**config.mk**
```make
export PLATFORM = sky130hd
export DESIGN_NAME = sdm_cal_seq
export DESIGN_NICKNAME = d
export VERILOG_FILES = /design/src/rtl/sdm_cal_pkg.sv /design/src/rtl/sdm_sclk_sampler.sv /design/src/rtl/sdm_wait_timer.sv /design/src/rtl/sdm_density_acc.sv /design/src/rtl/sdm_cal_seq.sv
export SDC_FILE = /design/constraint.sdc
export NUM_CORES = 1
export LEC_CHECK = 0
export BUFFER_PORTS_ARGS = -buffer_cell sky130_fd_sc_hd__clkbuf_2
export CAP_MARGIN = 0
export CORE_UTILIZATION = 58
export DETAILED_ROUTE_END_ITERATION = 10
export HOLD_SLACK_MARGIN = 0.08
export PLACE_DENSITY = 0.91
export SETUP_SLACK_MARGIN = 0.4
export SKIP_LAST_GASP = 1
export SLEW_MARGIN = 20
export SYNTH_ARGS = -nofsm -noshare
export SYNTH_HDL_FRONTEND = slang
export SYNTH_HIERARCHICAL = 1
export SYNTH_SLANG_ARGS = --single-unit
```
**constraint.sdc**
```tcl
create_clock -name clk -period 3 [get_ports clk]
set_input_delay 0.6 -clock clk [delete_from_list [all_inputs] [get_ports clk]]
set_output_delay 0.6 -clock clk [all_outputs]
set_load 0.005 [all_outputs]
```
**src/rtl/sdm_cal_pkg.sv**
```systemverilog
package sdm_cal_pkg;
  typedef enum logic [2:0] {
    ST_IDLE,
    ST_RST,
    ST_DVW,
    ST_SETTLE,
    ST_ACC
  } cal_st_e;
endpackage

```
**src/rtl/sdm_sclk_sampler.sv**
```systemverilog
module sdm_sclk_sampler (
  input  logic clk,
  input  logic rst_n,
  input  logic sclk_i,
  input  logic data_i,
  output logic rise_o,
  output logic bit_o
);
  logic sclk_q;

  always_ff @(posedge clk) begin
    if (!rst_n) sclk_q <= 1'b0;
    else        sclk_q <= sclk_i;
  end

  // stream bit is valid at the serial clock's rising edge
  assign rise_o = sclk_i & ~sclk_q;
  assign bit_o  = data_i;
endmodule

```
**src/rtl/sdm_wait_timer.sv**
```systemverilog
module sdm_wait_timer #(
  parameter int W = 10
) (
  input  logic         clk,
  input  logic         rst_n,
  input  logic         clr_i,
  input  logic         en_i,
  input  logic [W-1:0] lim_i,
  output logic         hit_o
);
  logic [W-1:0] cnt;

  assign hit_o = (cnt == lim_i);

  always_ff @(posedge clk) begin
    if (!rst_n)            cnt <= '0;
    else if (clr_i)        cnt <= '0;
    else if (en_i && !hit_o) cnt <= cnt + 1'b1;
  end

  assert_tmr_bound_R2: assert property (@(posedge clk) disable iff (!rst_n)
    (en_i && !clr_i) |-> (cnt <= lim_i));
endmodule

```
**src/rtl/sdm_density_acc.sv**
```systemverilog
module sdm_density_acc #(
  parameter int LOG2 = 6,
  localparam int CW = LOG2 + 1
) (
  input  logic          clk,
  input  logic          rst_n,
  input  logic          clr_i,
  input  logic          smp_i,
  input  logic          bit_i,
  output logic [CW-1:0] ones_nxt_o,
  output logic          last_o
);
  logic [CW-1:0]   ones;
  logic [LOG2-1:0] samp;

  assign ones_nxt_o = ones + CW'(bit_i);
  assign last_o     = smp_i && (samp == {LOG2{1'b1}});

  always_ff @(posedge clk) begin
    if (!rst_n || clr_i) begin
      ones <= '0;
      samp <= '0;
    end else if (smp_i) begin
      ones <= ones_nxt_o;
      samp <= samp + 1'b1;
    end
  end

  assert_ones_bound_R5: assert property (@(posedge clk) disable iff (!rst_n)
    smp_i |-> (ones <= CW'(samp)));
endmodule

```
**src/rtl/sdm_cal_seq.sv**
```systemverilog
module sdm_cal_seq
  import sdm_cal_pkg::*;
#(
  parameter int WIN_LOG2   = 6,
  parameter int SETTLE_CYC = 1000,
  parameter int RST_CYC    = 8,
  parameter int MAX_RETRY  = 2
) (
  input  logic                  clk,
  input  logic                  rst_n,
  input  logic                  start_i,
  input  logic                  bipolar_i,
  input  logic                  dvalid_i,
  input  logic                  sclk_i,
  input  logic                  data_i,
  output logic                  mod_rst_o,
  output logic                  zero_o,
  output logic                  gcal_o,
  output logic                  busy_o,
  output logic                  done_o,
  output logic                  err_o,
  output logic                  cal_ok_o,
  output logic [WIN_LOG2+1:0]   off_err_o,
  output logic [WIN_LOG2+1:0]   gain_err_o
);
  localparam int WIN  = 1 << WIN_LOG2;
  localparam int CW   = WIN_LOG2 + 1;
  localparam int EW   = WIN_LOG2 + 2;
  localparam int TMAX = (SETTLE_CYC > RST_CYC) ? SETTLE_CYC : RST_CYC;
  localparam int TW   = $clog2(TMAX + 1);
  localparam int RW   = $clog2(MAX_RETRY + 2);
  localparam logic [EW-1:0] IDL_BIP  = EW'(WIN >> 1);
  localparam logic [EW-1:0] IDL_UNI  = EW'((WIN >> 2) + (WIN >> 3));
  localparam logic [EW-1:0] IDL_GAIN = EW'((WIN >> 1) + (WIN >> 3));

  cal_st_e st;
  logic phase_gain, mode_q, done_q, err_q, ok_q;
  logic [RW-1:0] retry_q;
  logic [EW-1:0] off_q, gain_q;

  logic rise, bit_s, tmr_hit, tmr_clr, tmr_en, smp, win_last;
  logic [TW-1:0] tmr_lim;
  logic [CW-1:0] ones_nxt;
  logic [EW-1:0] ideal;
  logic signed [EW-1:0] meas_err;

  sdm_sclk_sampler u_samp (
    .clk(clk), .rst_n(rst_n), .sclk_i(sclk_i), .data_i(data_i),
    .rise_o(rise), .bit_o(bit_s)
  );

  assign tmr_en  = (st == ST_RST) || (st == ST_SETTLE);
  assign tmr_clr = (st == ST_IDLE) || (st == ST_DVW) || (st == ST_ACC) ||
                   ((st == ST_SETTLE) && !dvalid_i);
  assign tmr_lim = (st == ST_RST) ? TW'(RST_CYC - 1) : TW'(SETTLE_CYC - 1);

  sdm_wait_timer #(.W(TW)) u_tmr (
    .clk(clk), .rst_n(rst_n), .clr_i(tmr_clr), .en_i(tmr_en),
    .lim_i(tmr_lim), .hit_o(tmr_hit)
  );

  assign smp = (st == ST_ACC) && dvalid_i && rise;

  sdm_density_acc #(.LOG2(WIN_LOG2)) u_acc (
    .clk(clk), .rst_n(rst_n), .clr_i(st != ST_ACC), .smp_i(smp),
    .bit_i(bit_s), .ones_nxt_o(ones_nxt), .last_o(win_last)
  );

  assign ideal    = phase_gain ? IDL_GAIN : (mode_q ? IDL_BIP : IDL_UNI);
  assign meas_err = $signed({1'b0, ones_nxt}) - $signed(ideal);

  always_ff @(posedge clk) begin
    if (!rst_n) begin
      st         <= ST_IDLE;
      phase_gain <= 1'b0;
      mode_q     <= 1'b0;
      retry_q    <= '0;
      done_q     <= 1'b0;
      err_q      <= 1'b0;
      ok_q       <= 1'b0;
      off_q      <= '0;
      gain_q     <= '0;
    end else begin
      done_q <= 1'b0;
      if (bipolar_i != mode_q) ok_q <= 1'b0;
      unique case (st)
        ST_IDLE: if (start_i) begin
          st         <= ST_RST;
          retry_q    <= '0;
          mode_q     <= bipolar_i;
          err_q      <= 1'b0;
          ok_q       <= 1'b0;
          phase_gain <= 1'b0;
        end
        ST_RST:    if (tmr_hit) st <= ST_DVW;
        ST_DVW:    if (dvalid_i) st <= ST_SETTLE;
        ST_SETTLE: if (dvalid_i && tmr_hit) st <= ST_ACC;
        ST_ACC: begin
          if (!dvalid_i) begin
            if (retry_q == RW'(MAX_RETRY)) begin
              st     <= ST_IDLE;
              done_q <= 1'b1;
              err_q  <= 1'b1;
            end else begin
              retry_q <= retry_q + 1'b1;
              st      <= ST_SETTLE;
            end
          end else if (win_last) begin
            if (!phase_gain) begin
              off_q      <= meas_err;
              phase_gain <= 1'b1;
              st         <= ST_SETTLE;
            end else begin
              gain_q <= meas_err;
              st     <= ST_IDLE;
              done_q <= 1'b1;
              ok_q   <= (bipolar_i == mode_q);
            end
          end
        end
        default: st <= ST_IDLE;
      endcase
    end
  end

  assign mod_rst_o  = (st == ST_RST);
  assign zero_o     = ((st == ST_SETTLE) || (st == ST_ACC)) && !phase_gain;
  assign gcal_o     = ((st == ST_SETTLE) || (st == ST_ACC)) && phase_gain;
  assign busy_o     = (st != ST_IDLE);
  assign done_o     = done_q;
  assign err_o      = err_q;
  assign cal_ok_o   = ok_q;
  assign off_err_o  = off_q;
  assign gain_err_o = gain_q;

  assert_ctl_excl_R3: assert property (@(posedge clk) disable iff (!rst_n)
    !(zero_o && gcal_o));
  assert_rst_quiet_R1: assert property (@(posedge clk) disable iff (!rst_n)
    mod_rst_o |-> (!zero_o && !gcal_o));
  assert_gain_after_off_R4: assert property (@(posedge clk) disable iff (!rst_n)
    $rose(gcal_o) |-> $past(zero_o));
  assert_win_after_valid_R2: assert property (@(posedge clk) disable iff (!rst_n)
    ((st == ST_ACC) && ($past(st) == ST_SETTLE)) |-> $past(dvalid_i));
  assert_err_with_done_R6: assert property (@(posedge clk) disable iff (!rst_n)
    $rose(err_o) |-> done_o);
  assert_done_pulse_R7: assert property (@(posedge clk) disable iff (!rst_n)
    done_o |=> !done_o);
  assert_done_idle_R7: assert property (@(posedge clk) disable iff (!rst_n)
    done_o |-> !busy_o);
  assert_ok_not_err_R8: assert property (@(posedge clk) disable iff (!rst_n)
    cal_ok_o |-> !err_o);
endmodule

```
==> reports/summary.txt <==
final setup margin -> 0.5174 ns
Clock Pin Slew Worst Setup and Hold Paths -> 0.09 ns
Yosys top cell area share -> 0.3717
top_reg_cell synth -> dfxtp_1
vias in the first global route -> 2161
Hold Vio Cnt, Final -> 0
Final nets -> 350
leading post-synthesis cells by cell area -> dfxtp_1 (37%), xnor2_1 (5.9%), mux2i_1 (4.5%)
Vias -> 2263
initial antenna violation count -> 0
Avg WL per Cell -> 13.75 µm
largest net degree at the start of global routing -> 21
net switching power of the design -> 0.4733 mW
Setup crit end kind -> flop
Fillers -> 326
Die Y -> 70.14 µm
layout cells sized above 1 -> 0.1881
fin crit period -> 2.483 ns
Syn-to-layout area delta -> 11.71%
clock power share -> 0.346
Via density -> 5.848
Num CTS Buffers -> 5
input/output buffers -> 29
Post-Syn Area -> 2693 µm²
min-delay worst type -> reg2reg
setup tns final -> 0 ns
count of different cell masters after synthesis -> 60
reg2reg setup slack -> 0.52 ns
slew margin rel. -> 0.5679
Comb pwr share -> 0.217
PwrDens -> 557.1 nW/µm²
Placed Cells -> 377
Static Leakage -> 1.152 nW
Max Cap Viol -> 0
Tcrit/Tclk final -> 0.8275
Peak VDD IR -> 0.0003428 V
DRT antenna net count -> 0
status -> finished, final reports clean
Yosys warning count -> 6
GRT Total Usage -> 0.2387
Placement Rows -> 24
WP data arrival -> 2.73 ns
Final GP Congestion -> 0.9196
GR Overflow Total -> 0
Sink Count -> 50
FF+latch count, synth -> 50
Reg power frac -> 0.437
# H-tree levels -> 2
first-pass GRT wire length -> 9.501 mm
diode count -> 0
RSZ-0062 raised after global routing -> true
crit path max fanout -> 6
syn avg cell area -> 8.828 µm²
post-synthesis cell count -> 305
Final setup viols -> 0
Initial Utilization -> 0.6100
Worst Tran Pin Value -> 0.6475 ns
asr flop ratio synth -> 0
drt pass-1 iters -> 4
data required time of the worst path -> 3.25 ns
post-place setup slack -> 0.3205 ns
Switching Fraction -> 0.2824
critical path startpoint category -> flop
die area -> 4919 µm²
total core area -> 4414 µm²
clock skew -> 0.003488 ns
area leader, netlist -> dfxtp_1
DP HPWL -> 3.800 mm
max frequency -> 402.8 MHz
critical path class -> reg2reg
Clk Latency, worst-skew pair -> 0.30 ns
io pins -> 30
sequential area share after synthesis -> 0.3717
Pint -> 1.203 mW
Max Slew Vio Count -> 0
CTS tree -> yes
final wirelength -> 5.323 mm
Final Core Density -> 0.6814
Die X -> 70.14 µm
final cell count without fillers -> 387
root buffer cell -> clkbuf_8
Post-synth EDFFs -> 0
DRC violations left -> 0
DRT iter0 DRCs -> 222
clock tree buffer depth -> 2
Yosys cell counts, drive strengths merged, types with 3 or more instances:
library cell,instances
a211oi,6
a21o,3
a21oi,19
a31oi,5
and3,5
buf,11
clkbuf,4
dfxtp,50
ha,8
inv,12
mux2i,12
nand2,32
nand2b,8
nand3,13
nand4,9
nor2,25
nor3,3
nor3b,3
o21ai,12
o31ai,4
or3,7
or4,4
xnor2,18
xor2,7
flip-flops by register name (all words and copies together) (netlist names):
| register | flops |
|---|---|
| st | 3 |
| gain_err_o | 8 |
| done_o | 1 |
| cal_ok_o | 1 |
| off_err_o | 8 |
| u_tmr/cnt | 10 |
| u_samp/sclk_q | 1 |
| retry_q | 2 |
| err_o | 1 |
| u_acc/samp | 6 |
| mode_q | 1 |
| phase_gain | 1 |
| u_acc/ones | 7 |
layer usage:
layer / up-vias / GRT usage / wire, µm
li1: 1119 / - / -
met2: 72 / 0.3932 / 2610
met4: 0 / 0.09333 / 104
met5: - / 0 / 0
met1: 1061 / 0.3014 / 2282
met3: 11 / 0.05628 / 326
logic make-up (layout without fill, tap and decap cells):
kind of cell / Yosys count / after routing / share of synthesized area
AOI/OAI and AO/OA: 59 / 59 / 0.1506
xor gates and xnor gates: 25 / 25 / 0.08132
adders and majority gates: 9 / 9 / 0.04461
buffers and inverters: 27 / 54 / 0.05530
DFF: 50 / 50 / 0.3717
muxes: 13 / 13 / 0.04879
other: 2 / 5 / 0.002789
and+or+nand+nor: 120 / 120 / 0.2449
stage by stage:
step	total power, mW	instance area, µm²	hold WS (ns)
5_1_grt	1.759	3008	0.4734
4_1_cts	1.679	2985	0.4608
3_3_place_gp	1.084	2833	0.4429
6_report	1.676	3008	0.4593
2_1_floorplan	1.025	2704	0.4356
3_5_place_dp	1.097	2833	0.4481
power groups by stage:
stage / registers [mW] / logic, mW / clock network, mW
floorplan: 0.711 / 0.314 / 0
global placement: 0.740 / 0.344 / 0
detailed placement: 0.743 / 0.354 / 0
CTS: 0.731 / 0.357 / 0.591
global route: 0.736 / 0.400 / 0.622
finish: 0.732 / 0.364 / 0.580
cells in the final DEF (no fill, tap or decap), drive strengths merged, types with 7 or more instances in the layout:
master / count
nand3: 13
nand2: 32
ha: 8
xor2: 7
nand2b: 8
xnor2: 18
a21oi: 19
dfxtp: 50
o21ai: 12
nor2: 25
inv: 12
clkbuf: 35
nand4: 9
mux2i: 12
or3: 7
worst max-delay path, cell delays in order, from the launching register on:
cell	delay, ns
dfxtp_1	0.33
inv_2	0.14
nand2_1	0.09
inv_1	0.09
nand2b_2	0.14
xnor2_1	0.21
nand4_2	0.19
or3_2	0.50
inv_1	0.10
nand2b_1	0.15
a31oi_4	0.11
nor4b_1	0.26
o21a_1	0.14
layout make-up:
type / count / area [µm²] / area share
timing repair buffer: 34 / 195.2 / 0.06489
multi-input combinational: 231 / 1556 / 0.5175
clock buffer: 6 / 82.58 / 0.02745
tap: 52 / 65.06 / 0.02163
clock inverter: 2 / 60.06 / 0.01997
sequential: 50 / 1003 / 0.3336
inverter: 12 / 45.04 / 0.01498
path summary, 6_finish.rpt:
path                    from          to  cells past startpoint
hold reg to reg   retry_q[1]  retry_q[1]                      2
setup reg to reg       st[2]       st[0]                     12
setup / recovery       st[2]       st[0]                     12
hold / removal    retry_q[1]  retry_q[1]                      2
what timing repair did:
| action | CTS | global route |
|---|---|---|
| buffers inserted | 1 | 1 |
| setup endpoints to repair | 3 | 11 |
| pin swaps | 1 | 0 |
| gates resized for setup | 2 | 1 |
| hold buffers | 0 | 0 |
No activity file was read; power rests on OpenSTA's default activity.
